$ cat config.mk
export PLATFORM = sky130hd
export DESIGN_NAME = irq_byte_agg
export DESIGN_NICKNAME = d
export VERILOG_FILES = /design/src/rtl/irqagg_pkg.sv /design/src/rtl/irqagg_sync.sv /design/src/rtl/irqagg_bank.sv /design/src/rtl/irq_byte_agg.sv
export SDC_FILE = /design/constraint.sdc
export NUM_CORES = 1
export LEC_CHECK = 0
export CAP_MARGIN = 5
export CORE_MARGIN = 5
export CORE_UTILIZATION = 35
export DETAILED_ROUTE_END_ITERATION = 7
export PLACE_DENSITY = 0.54
export SYNTH_ARGS = -nofsm -noshare
export SYNTH_HDL_FRONTEND = slang
export SYNTH_SLANG_ARGS = --single-unit
$ cat constraint.sdc
create_clock -name clk -period 2.3 [get_ports clk]
set_input_delay 0.575 -clock clk [delete_from_list [all_inputs] [get_ports clk]]
set_output_delay 0.575 -clock clk [all_outputs]
set_load 0.01 [all_outputs]
$ cat src/rtl/irqagg_pkg.sv
package irqagg_pkg;
  localparam int BANK_W = 8;

  // next value of a latched edge vector: a read empties it, new hits always win
  function automatic logic [BANK_W-1:0] latch_next(
    input logic [BANK_W-1:0] cur,
    input logic              clr,
    input logic [BANK_W-1:0] hit
  );
    return (clr ? '0 : cur) | hit;
  endfunction

  // per-bank level-sensitive selection derived from a flat input index
  function automatic logic [BANK_W-1:0] level_sel(input int bank, input int lvl_idx);
    logic [BANK_W-1:0] v;
    v = '0;
    if ((lvl_idx / BANK_W) == bank) v[lvl_idx % BANK_W] = 1'b1;
    return v;
  endfunction

  // status shown to software: latched edges plus live level bits
  function automatic logic [BANK_W-1:0] status_view(
    input logic [BANK_W-1:0] latched,
    input logic [BANK_W-1:0] live,
    input logic [BANK_W-1:0] lvl
  );
    return (latched & ~lvl) | (live & lvl);
  endfunction
endpackage

$ cat src/rtl/irqagg_sync.sv
module irqagg_sync #(
  parameter int W      = 24,
  parameter int STAGES = 2
) (
  input  logic         clk,
  input  logic         rst_n,
  input  logic [W-1:0] d,
  output logic [W-1:0] q
);
  logic [W-1:0] chain [STAGES];

  always_ff @(posedge clk or negedge rst_n) begin
    if (!rst_n) begin
      for (int i = 0; i < STAGES; i++) chain[i] <= '0;
    end else begin
      chain[0] <= d;
      for (int i = 1; i < STAGES; i++) chain[i] <= chain[i-1];
    end
  end

  assign q = chain[STAGES-1];
endmodule

$ cat src/rtl/irqagg_bank.sv
module irqagg_bank
  import irqagg_pkg::*;
#(
  parameter logic [BANK_W-1:0] LEVEL_MASK = '0
) (
  input  logic              clk,
  input  logic              rst_n,
  input  logic [BANK_W-1:0] sync_in,
  input  logic              mask_we,
  input  logic [BANK_W-1:0] mask_wdata,
  input  logic              rd_clr,
  output logic [BANK_W-1:0] status_o,
  output logic [BANK_W-1:0] mask_o,
  output logic [BANK_W-1:0] pend_o
);
  logic [BANK_W-1:0] prev_q, latch_q, mask_q;
  logic [BANK_W-1:0] edge_seen, edge_hit;

  assign edge_seen = sync_in & ~prev_q;
  assign edge_hit  = edge_seen & mask_q & ~LEVEL_MASK;

  always_ff @(posedge clk or negedge rst_n) begin
    if (!rst_n) begin
      prev_q  <= '0;
      latch_q <= '0;
      mask_q  <= '0;
    end else begin
      prev_q  <= sync_in;
      latch_q <= latch_next(latch_q, rd_clr, edge_hit) & ~LEVEL_MASK;
      if (mask_we) mask_q <= mask_wdata;
    end
  end

  assign status_o = status_view(latch_q, sync_in, LEVEL_MASK);
  assign mask_o   = mask_q;
  assign pend_o   = status_o & mask_q;

  for (genvar i = 0; i < BANK_W; i++) begin : g_bit
    if (!LEVEL_MASK[i]) begin : g_edge
      // a disabled input cannot set its latch
      assert_masked_edge_drop_R6: assert property (@(posedge clk) disable iff (!rst_n)
        (!mask_q[i] && !latch_q[i]) |=> !latch_q[i]);
      // a read with no simultaneous hit empties the bit
      assert_read_clear_R5: assert property (@(posedge clk) disable iff (!rst_n)
        (rd_clr && !edge_hit[i]) |=> !latch_q[i]);
      // an enabled edge is latched even against a read
      assert_edge_wins_R9: assert property (@(posedge clk) disable iff (!rst_n)
        edge_hit[i] |=> latch_q[i]);
    end
  end
endmodule

$ cat src/rtl/irq_byte_agg.sv
module irq_byte_agg
  import irqagg_pkg::*;
#(
  parameter int NUM_BANKS   = 3,
  parameter int LEVEL_IDX   = 5,
  parameter int SYNC_STAGES = 2,
  parameter int ADDR_W      = 3
) (
  input  logic                        clk,
  input  logic                        rst_n,
  input  logic [NUM_BANKS*BANK_W-1:0] irq_in,
  input  logic [ADDR_W-1:0]           reg_addr,
  input  logic                        reg_wr,
  input  logic [BANK_W-1:0]           reg_wdata,
  input  logic                        reg_rd,
  output logic [BANK_W-1:0]           reg_rdata,
  output logic                        host_irq
);
  localparam int NIN = NUM_BANKS * BANK_W;

  logic [NIN-1:0]    irq_s;
  logic [NIN-1:0]    status_all, mask_all, pend_all;
  logic [NUM_BANKS-1:0] rd_clr, mask_we;
  logic              pend_any;
  logic              host_q;

  irqagg_sync #(.W(NIN), .STAGES(SYNC_STAGES)) u_sync (
    .clk(clk), .rst_n(rst_n), .d(irq_in), .q(irq_s)
  );

  for (genvar b = 0; b < NUM_BANKS; b++) begin : g_bank
    assign rd_clr[b]  = reg_rd && (int'(reg_addr) == b);
    assign mask_we[b] = reg_wr && (int'(reg_addr) == NUM_BANKS + b);

    irqagg_bank #(.LEVEL_MASK(level_sel(b, LEVEL_IDX))) u_bank (
      .clk       (clk),
      .rst_n     (rst_n),
      .sync_in   (irq_s[b*BANK_W +: BANK_W]),
      .mask_we   (mask_we[b]),
      .mask_wdata(reg_wdata),
      .rd_clr    (rd_clr[b]),
      .status_o  (status_all[b*BANK_W +: BANK_W]),
      .mask_o    (mask_all[b*BANK_W +: BANK_W]),
      .pend_o    (pend_all[b*BANK_W +: BANK_W])
    );
  end

  always_comb begin
    reg_rdata = '0;
    for (int b = 0; b < NUM_BANKS; b++) begin
      if (int'(reg_addr) == b)             reg_rdata = status_all[b*BANK_W +: BANK_W];
      if (int'(reg_addr) == NUM_BANKS + b) reg_rdata = mask_all[b*BANK_W +: BANK_W];
    end
  end

  assign pend_any = |pend_all;

  always_ff @(posedge clk or negedge rst_n) begin
    if (!rst_n) host_q <= 1'b0;
    else        host_q <= pend_any;
  end

  assign host_irq = host_q;

  // output tracks the pending OR one cycle later
  assert_host_rise_R3: assert property (@(posedge clk) disable iff (!rst_n)
    pend_any |=> host_irq);
  assert_host_fall_R11: assert property (@(posedge clk) disable iff (!rst_n)
    !pend_any |=> !host_irq);
  // writes to status addresses leave every mask untouched
  assert_status_wr_ignored_R10: assert property (@(posedge clk) disable iff (!rst_n)
    (reg_wr && (int'(reg_addr) < NUM_BANKS)) |=> $stable(mask_all));
endmodule

==> results of run 1 <==
through the flow:
| stage | TNS [ns] | cell area [sq um] |
|---|---|---|
| finish | 0 | 5640 |
| global route | -0.00151 | 5640 |
| CTS | 0 | 5610 |
| detailed placement | -6.36 | 4940 |
| global placement | -6.28 | 4940 |
| floorplan | 0 | 4180 |
critical path, delay by kind of cell:
kind                   cells  cell delay, ns
AO/OA/AOI/OAI              2            0.35
multiplexers               1            0.18
buffers and inverters      3            0.54
area by class of cell:
cell class	count	share of cell area, %
Multi-Input combinational cell	147	19.9
Timing Repair Buffer	69	12.8
Clock inverter	10	2.11
Sequential cell	119	52.8
Tap cell	143	3.17
Clock buffer	22	8.58
Inverter	10	0.665
layer usage:
layer / GRT usage, % / vias to the layer above / wire, microns
met3: 4.17 / 13 / 399
met2: 22.4 / 73 / 4550
met5: 0 / - / 0
met4: 6.08 / 0 / 148
li1: - / 1191 / -
met1: 17.8 / 1295 / 4120
state kept, by name, summed over array words and instances (netlist names):
register and flops:
host_irq 1, u_sync.chain 24, g_bank.u_bank.mask_o 24, g_bank.u_bank.status_o 16, g_bank.u_bank.latch_q 7, u_sync.q 24, g_bank.u_bank.prev_q 23
worst paths after layout:
kind | end | cells past startpoint
setup / recovery | reg_rdata[6] | 6
hold / removal | u_sync.q[16]$_DFF_PN0_ | 2
setup reg to reg | host_irq$_DFF_PN0_ | 3
hold reg to reg | u_sync.q[12]$_DFF_PN0_ | 0
max in group asynchronous | u_sync.chain[29]$_DFF_PN0_ | 2
min in group clk | u_sync.q[12]$_DFF_PN0_ | 0
synth_stat cells:
cell       count
dfrtp_1      119
nand2_1       27
mux2_2        24
o21ai_0       21
a22oi_1       19
mux2i_1       16
a32o_1        10
inv_1         10
a22o_1         8
nor2_1         8
buf_4          3
clkbuf_1       3
nand4_1        3
buf_2          2
nand4bb_1      2
a21o_2         1
a21oi_1        1
and3b_1        1
buf_6          1
nand2_2        1
nand4b_2       1
nor3_4         1
nor3b_1        1
or3_1          1
or4b_1         1
kinds of logic after synthesis:
| logic type | share of synthesized area, % |
|---|---|
| buffers and inverters | 2.22 |
| and+or+nand+nor | 5.81 |
| muxes | 10.3 |
| AOI/OAI and AO/OA | 10.3 |
| DFF | 71.3 |
power groups by stage:
stage	Combinational [mW]	Clock (mW)	Sequential, mW
finish	0.659	2.63	2.61
global route	0.736	2.78	2.65
CTS	0.663	2.68	2.61
detailed placement	0.663	0	2.64
global placement	0.648	0	2.64
floorplan	0.391	0	2.55
cell usage in the layout, fill, tap and decap left out, types with 3 or more instances in the layout:
cell type	synthesis	final
a22o_1	8	8
a22oi_1	19	19
a32o_1	10	10
buf_12	0	5
buf_2	2	3
buf_4	3	12
buf_6	1	4
clkbuf_16	0	18
clkbuf_8	0	4
clkdlybuf4s50_1	0	35
clkinvlp_4	0	3
dfrtp_1	119	119
dlygate4sd2_1	0	8
inv_1	10	10
mux2_2	24	24
mux2i_1	16	16
nand2_1	27	27
nand4_1	3	3
nor2_1	8	7
o21ai_0	21	21
what timing repair did:
item,4_1_cts,5_1_grt
gates cloned,2,1
buffers inserted,2,0
pin swaps,1,1
endpoints found under the setup margin,8,4
resized for setup,29,2
==> run metrics, run 1 <==
CTS tree=yes; Final Util=around 49%; Root Driver=clkbuf_16; clock buffer depth=2; reg2reg start=g_bank[2].u_bank.mask_o[0]$_DFFE_PN0P_; worst hold path class=primary input to asynchronous set/reset pin; pre-CTS WS=-0.833 ns; Flop pwr share=44.3%; max-cap violations=0; P&R area growth vs syn=35.2%; syn_area_per_cell=14.7 sq um; Die X=around 120 microns; first-pass GRT wire length=between 15 and 20 mm; # port buffers=47; Worst Setup Start Kind=primary input; Setup WS post-layout=0.0588 ns; Worst Max-Slew Pin Slew=0.320 ns; fin crit share=97.4%; PwrDens=1040 mW/mm^2; Reg clk slew, reported paths=around 0.050 ns; later-pin clock latency in the skew report=0.41 ns; area of the multi-input gates=around 0.0011 sq mm; Routed Antenna Nets=0; Non-Filler Instances=520; largest net degree at the start of global routing=61; Syn Nets=324; Detailed Place HPWL=around 6.1 mm; vias per inst=4.95; Vias=around 2600; layout cell share with drive strength beyond 1=approximately 23%; worst vdd ir=0.455 mV; flop2flop setup slack=between 0.9 and 1 ns; Final Critical Period=2.24 ns; leakage=2.54 nW; P_int=4.45 mW; Initial Utilization=36.1%; Clk pwr share=44.5%; sequential fraction of the synthesis area=71.3%; Slew Viols, Final=0; H-tree depth=4; max frequency=446 MHz; initial antenna violation count=0; top cell type's share of synthesized area=a little under three quarters; WL/cell=17.7 microns; vias in the first global route=between 2000 and 3000; grt ovf=0; GRT Total Usage=14.0%; Final Power=5.90 mW; Core Area=0.0116 sq mm; Hold Slack=0.172 ns; Placed Cells=between 400 and 500; worst path cell trace=buf_6 -> buf_12 -> mux2i_1 -> a22oi_1 -> a22o_1 -> dlygate4sd2_1; Rows=39; Iteration-0 DRC Markers=128; hold buffers post-CTS=0; crit path from=reg_addr[0]; Yosys Warn Count=0; critical path class=primary input to output port; DR DRC count=0; die height=119 microns; Routability Congestion=0.801; Synth Cell Area=0.00418 sq mm; number of I/O pins=48; Filler cells=967; crit end category=output port; Worst Skew=0.0118 ns; Gate power share=about 11%; Ant. Diodes=0; Reg area=roughly 0.003 sq mm; top cell type by total area after synthesis=dfrtp_1; final hold viol count=0; endpoints failing setup=0; status=completed; cell count after synthesis=285; cts bufs inserted=17; Nets=403; WL final=9.22 mm; top cells by area, synth=dfrtp_1 (71%), mux2_2 (6.5%), mux2i_1 (3.8%); CP max-delay cell=dlygate4sd2_1; number of synthesized register bits=119; Cell variety after synth=25; Relative slew margins=78.5%; critical path required time=1.73 ns; die area=0.0142 sq mm; CTS Sinks=119; CP max stage delay=0.28 ns; Psw=1.45 mW; Sw Ratio=24.5%; TritonRoute pass-1 iters=4; Crit path arrival time=around 1.7 ns; crit path max fanout=5
(Power assumes the default switching activity.)
==> run 2, diff against run 1 <==
Settings changed: CELL_PAD_IN_SITES_DETAIL_PLACEMENT set to 1, CELL_PAD_IN_SITES_GLOBAL_PLACEMENT set to 1, HOLD_SLACK_MARGIN set to 0.1, PLACE_DENSITY 0.54 to 0.63.
==> run metrics, run 2 (synthesized netlist as in run 1, its figures left out) <==
Nets=407 (was 403); layout cell share with drive strength beyond 1=24.8% (was 23.1%); flop2flop setup slack=0.78 ns (was 0.93 ns); vias per inst=5.00 (was 4.95); worst path cell trace=clkdlybuf4s15_2 -> buf_6 -> and3b_1 -> buf_4 -> a22o_1 -> buf_2 (was buf_6 -> buf_12 -> mux2i_1 -> a22oi_1 -> a22o_1 -> dlygate4sd2_1); Setup TNS=0 ns (unchanged); Vias=2608 (was 2572); initial antenna violation count=0 (unchanged); fin crit share=97.9% (was 97.4%); critical path class=primary input to output port (unchanged); leakage=2.52 nW (was 2.54 nW); TritonRoute pass-1 iters=4 (unchanged); crit end category=output port (unchanged); grt ovf=0 (unchanged); Placed Cells=491 (was 483); Initial Utilization=36.1% (unchanged); reg2reg start=g_bank[2].u_bank.mask_o[0]$_DFFE_PN0P_ (unchanged); P&R area growth vs syn=33.4% (was 35.2%); die area=0.0142 sq mm (unchanged); Rows=39 (unchanged); H-tree depth=4 (unchanged); WL final=9.80 mm (was 9.22 mm); later-pin clock latency in the skew report=0.41 ns (about the same); Die X=119 microns (unchanged); endpoints failing setup=0 (unchanged); final hold viol count=0 (unchanged); CP max stage delay=0.23 ns (was 0.28 ns); critical path required time=1.73 ns (about the same); worst vdd ir=0.656 mV (was 0.455 mV); Worst Skew=0.00616 ns (was 0.0118 ns); unrepaired setup endpoints after global routing=false; Routability Congestion=0.829 (was 0.801); Worst Setup Start Kind=primary input (unchanged); die height=119 microns (unchanged); Core Area=0.0116 sq mm (unchanged); clock buffer depth=2 (unchanged); reg-to-reg critical path endpoint=host_irq$_DFF_PN0_ (unchanged); Filler cells=1147 (was 967); PwrDens=1060 mW/mm^2 (was 1040 mW/mm^2); Reg clk slew, reported paths=0.05 ns (about the same); Relative slew margins=71.2% (was 78.5%); Crit path arrival time=1.68 ns (was 1.67 ns); first-pass GRT wire length=16.4 mm (was 15.0 mm); Worst Max-Slew Pin Slew=0.432 ns (was 0.320 ns); crit path max fanout=5 (unchanged); CTS Sinks=119 (unchanged); CP Buf/Inv Count=4 (was 3); worst hold path class=flop to flop (was primary input to asynchronous set/reset pin); status=completed (unchanged); Final Critical Period=2.25 ns (was 2.24 ns); critical path depth=6 (unchanged); CP top delay family=buffers and inverters (unchanged); Detailed Place HPWL=6.78 mm (was 6.11 mm); Setup Buffers After CTS=0 (was 2); vias in the first global route=3004 (was 2799); Iteration-0 DRC Markers=163 (was 128); largest net degree at the start of global routing=48 (was 61); Slew Viols, Final=0 (unchanged); most frequent cells in the layout=dfrtp_1 (119), clkdlybuf4s50_1 (35), nand2_1 (27), mux2_2 (24), o21ai_0 (21) (unchanged); crit path from=reg_addr[1] (was reg_addr[0]); DR DRC count=0 (unchanged); max-cap violations=0 (unchanged); # port buffers=47 (unchanged); Routed Antenna Nets=0 (unchanged); Root Driver=clkbuf_16 (unchanged); WL/cell=18.8 microns (was 17.7 microns); cts bufs inserted=17 (unchanged); max frequency=444 MHz (was 446 MHz); GRT Total Usage=15.4% (was 14.0%); CTS tree=yes (unchanged); commonest non-fill, non-tap cell in the layout=dfrtp_1 (unchanged); number of I/O pins=48 (unchanged); R2R depth=3 (unchanged); Ant. Diodes=0 (unchanged); Non-Filler Instances=522 (was 520); CP max-delay cell=a22o_1 (was dlygate4sd2_1); crit path to=reg_rdata[1] (was reg_rdata[6])
==> run 2: how the worst min path moves through the flow <==
stage	start	end	slack, ns	cells after the start
finish	u_sync.chain[45]$_DFF_PN0_	u_sync.q[21]$_DFF_PN0_	0.35	0
global route	u_sync.chain[42]$_DFF_PN0_	u_sync.q[18]$_DFF_PN0_	0.35	0
CTS	u_sync.chain[41]$_DFF_PN0_	u_sync.q[17]$_DFF_PN0_	0.35	0
detailed placement	u_sync.chain[34]$_DFF_PN0_	u_sync.q[10]$_DFF_PN0_	0.34	0
global placement	u_sync.chain[34]$_DFF_PN0_	u_sync.q[10]$_DFF_PN0_	0.33	0
floorplan	rst_n	g_bank[0].u_bank.latch_q[0]$_DFF_PN0_	0.28	0
==> run 2: cell type report <==
cell class	instances	area [sq um]	area share (%)
clock buffers	21	460	8.27
clock inverters	9	126	2.27
inverters	10	37.5	0.674
multi-input cells	147	1120	20.1
flip-flops and latches	119	2980	53.5
well taps	143	179	3.21
repair buffers	73	669	12.0
==> run 2: what timing repair did <==
action / in CTS / in global routing
resized for setup: 48 / 2
endpoints found under the hold margin: 4 / 0
endpoints found under the setup margin: 8 / 7
hold buffers: 1 / 0
pin swaps: 3 / 0
cloned: 0 / 0
==> run 2: metrics by stage <==
step	util, %	instance area, sq um	hold WS [ns]	total power [mW]	setup WS [ns]
after floorplan	-	4180	0.279	2.94	0.305
final	48.2	5570	0.346	5.89	0.0492
after CTS	48.2	5570	0.348	5.98	0.00374
after detailed placement	43.2	4990	0.336	3.34	-0.839
after global placement	43.2	4990	0.332	3.31	-0.821
after global routing	48.2	5570	0.350	6.21	0.0126
==> run 2: power breakdown <==
part / switching, mW / internal, mW
clock: 0.883 / 1.74
sequential: 0.242 / 2.37
combinational: 0.297 / 0.363
==> run 2: per-layer routing <==
layer | routed length (microns) | GRT usage (%)
met1 | 4560 | 20.5
met2 | 4610 | 22.9
met3 | 491 | 5.78
met4 | 144 | 6.08
met5 | 0 | 0
==> run 3, diff against run 2 <==
Settings changed: PLACE_DENSITY 0.63 to unset, PLACE_DENSITY_LB_ADDON set to 0.1.
==> run metrics, run 3 (synthesized netlist as in run 1, its figures left out) <==
Hold Crit Start=u_sync.chain[44]$_DFF_PN0_ (was u_sync.chain[45]$_DFF_PN0_); worst path cell trace=buf_2 -> buf_12 -> and3b_2 -> buf_4 -> a22o_1 -> buf_2 (was clkdlybuf4s15_2 -> buf_6 -> and3b_1 -> buf_4 -> a22o_1 -> buf_2); CTS tree=yes (unchanged); Nets=411 (was 407); grt ovf=0 (unchanged); GRT Total Usage=15.6% (was 15.4%); layout cell share with drive strength beyond 1=27.8% (was 24.8%); CP top delay family=buffers and inverters (unchanged); R2R depth=3 (unchanged); PwrDens=1040 mW/mm^2 (was 1060 mW/mm^2); TritonRoute pass-1 iters=6 (was 4); Worst Setup Start Kind=primary input (unchanged); critical path required time=1.73 ns (about the same); crit path max fanout=12 (was 5); Hold Path Cell Cnt=0 (unchanged); Vias=2615 (was 2608); first-pass GRT wire length=16.5 mm (was 16.4 mm); unrepaired setup endpoints after global routing=false (unchanged); Relative slew margins=71.4% (was 71.2%); reg-to-reg critical path endpoint=host_irq$_DFF_PN0_ (unchanged); Hold Slack=0.343 ns (was 0.346 ns); CP max-delay cell=a22o_1 (unchanged); die height=119 microns (unchanged); Initial Utilization=36.1% (unchanged); clock buffer depth=2 (unchanged); max frequency=451 MHz (was 444 MHz); largest net degree at the start of global routing=53 (was 48); Reg clk slew, reported paths=0.06 ns (was 0.05 ns); Die X=119 microns (unchanged); endpoints failing setup=0 (unchanged); CTS Sinks=119 (unchanged); Worst Skew=0.00404 ns (was 0.00616 ns); status=completed (unchanged); Core Area=0.0116 sq mm (unchanged); leakage=2.55 nW (was 2.52 nW); Root Driver=clkbuf_16 (unchanged); Final Cell Area=0.00566 sq mm (was 0.00557 sq mm); commonest non-fill, non-tap cell in the layout=dfrtp_1 (unchanged); Worst Hold Path EP=u_sync.q[20]$_DFF_PN0_ (was u_sync.q[21]$_DFF_PN0_); max-cap violations=0 (unchanged); Routed Antenna Nets=0 (unchanged); critical path class=primary input to output port (unchanged); CP Buf/Inv Count=4 (unchanged); reg2reg start=g_bank[2].u_bank.mask_o[0]$_DFFE_PN0P_ (unchanged); vias per inst=4.95 (was 5.00); fin crit share=96.4% (was 97.9%); Rows=39 (unchanged); H-tree depth=4 (unchanged); Crit path arrival time=1.64 ns (was 1.68 ns); Iteration-0 DRC Markers=92 (was 163); later-pin clock latency in the skew report=0.42 ns (was 0.41 ns); CP max stage delay=0.24 ns (was 0.23 ns); Slew Viols, Final=0 (unchanged); worst vdd ir=0.656 mV (about the same); P&R area growth vs syn=35.6% (was 33.4%); Setup TNS=0 ns (unchanged); crit end category=output port (unchanged); DR DRC count=0 (unchanged); Routability Congestion=0.751 (was 0.829); vias in the first global route=2948 (was 3004); initial antenna violation count=0 (unchanged); flop2flop setup slack=0.81 ns (was 0.78 ns); crit-path most repeated cell=buf_2; WL final=10.1 mm (was 9.80 mm); Ant. Diodes=0 (unchanged); WL/cell=19.2 microns (was 18.8 microns); cts bufs inserted=17 (unchanged); # port buffers=47 (unchanged); worst hold path class=flop to flop (unchanged); most frequent cells in the layout=dfrtp_1 (119), clkdlybuf4s50_1 (35), nand2_1 (27), mux2_2 (24) (was dfrtp_1 (119), clkdlybuf4s50_1 (35), nand2_1 (27), mux2_2 (24), o21ai_0 (21)); final hold viol count=0 (unchanged); die area=0.0142 sq mm (unchanged); Final Critical Period=2.22 ns (was 2.25 ns); Placed Instance Area=0.00497 sq mm (was 0.00499 sq mm); number of I/O pins=48 (unchanged); Detailed Place HPWL=6.79 mm (was 6.78 mm); Worst Max-Slew Pin Slew=0.427 ns (was 0.432 ns)
## run 3: layout make-up
type	count	area, sq um
fillers	1160	5900
flip-flops and latches	119	2980
multi-input cells	147	1140
repair buffers	77	743
clock buffers	18	439
well taps	143	179
clock inverters	14	150
inverters	10	37.5
## run 3: worst max path at each step
stage	from	end	cells past startpoint
after floorplan	reg_addr[0]	reg_rdata[7]	5
after global placement	reg_addr[1]	reg_rdata[2]	5
after detailed placement	reg_addr[2]	reg_rdata[4]	5
after CTS	reg_addr[1]	reg_rdata[6]	7
after global routing	reg_addr[2]	reg_rdata[7]	6
final	reg_addr[2]	reg_rdata[3]	6
## run 3: worst reg2reg max path, delay by kind of cell (launching register included)
kind,cells,cell delay [ns]
flip-flops,1,0.43
AO/OA/AOI/OAI,1,0.35
AND/OR/NAND/NOR,2,0.57
## run 3: repair_timing
item / 4_1_cts / 5_1_grt
pin swaps: 8 / 3
setup buffers: 7 / 0
hold endpoints to repair: 16 / 0
gates resized for setup: 54 / 7
hold buffers: 1 / 0
cloned: 1 / 0
endpoints found under the setup margin: 8 / 2
## run 3: metal layers
metal  global-route usage [%]  up-vias  share of wire [%]
li1                         -     1208                  -
met5                        0        -                  0
met3                     6.07       18                4.6
met4                     7.46        0                2.2
met1                     20.4     1330                 46
met2                     22.8       59                 47
## run 3: power by group
part | switching, mW | internal, mW
combinational | 0.305 | 0.385
sequential | 0.243 | 2.37
clock | 0.983 | 1.63
total | 1.53 | 4.38
## run 3: metrics by stage
step                utilization, %  std cells  power (mW)  setup WS (ns)
global route                  49.0        528        6.21         0.0316
CTS                           49.0        528        6.00        -0.0238
detailed placement            43.0        487        3.34         -0.907
global placement              43.0        487        3.32         -0.857
floorplan                        -        285        2.94          0.305
finish                        49.0        528        5.91         0.0826
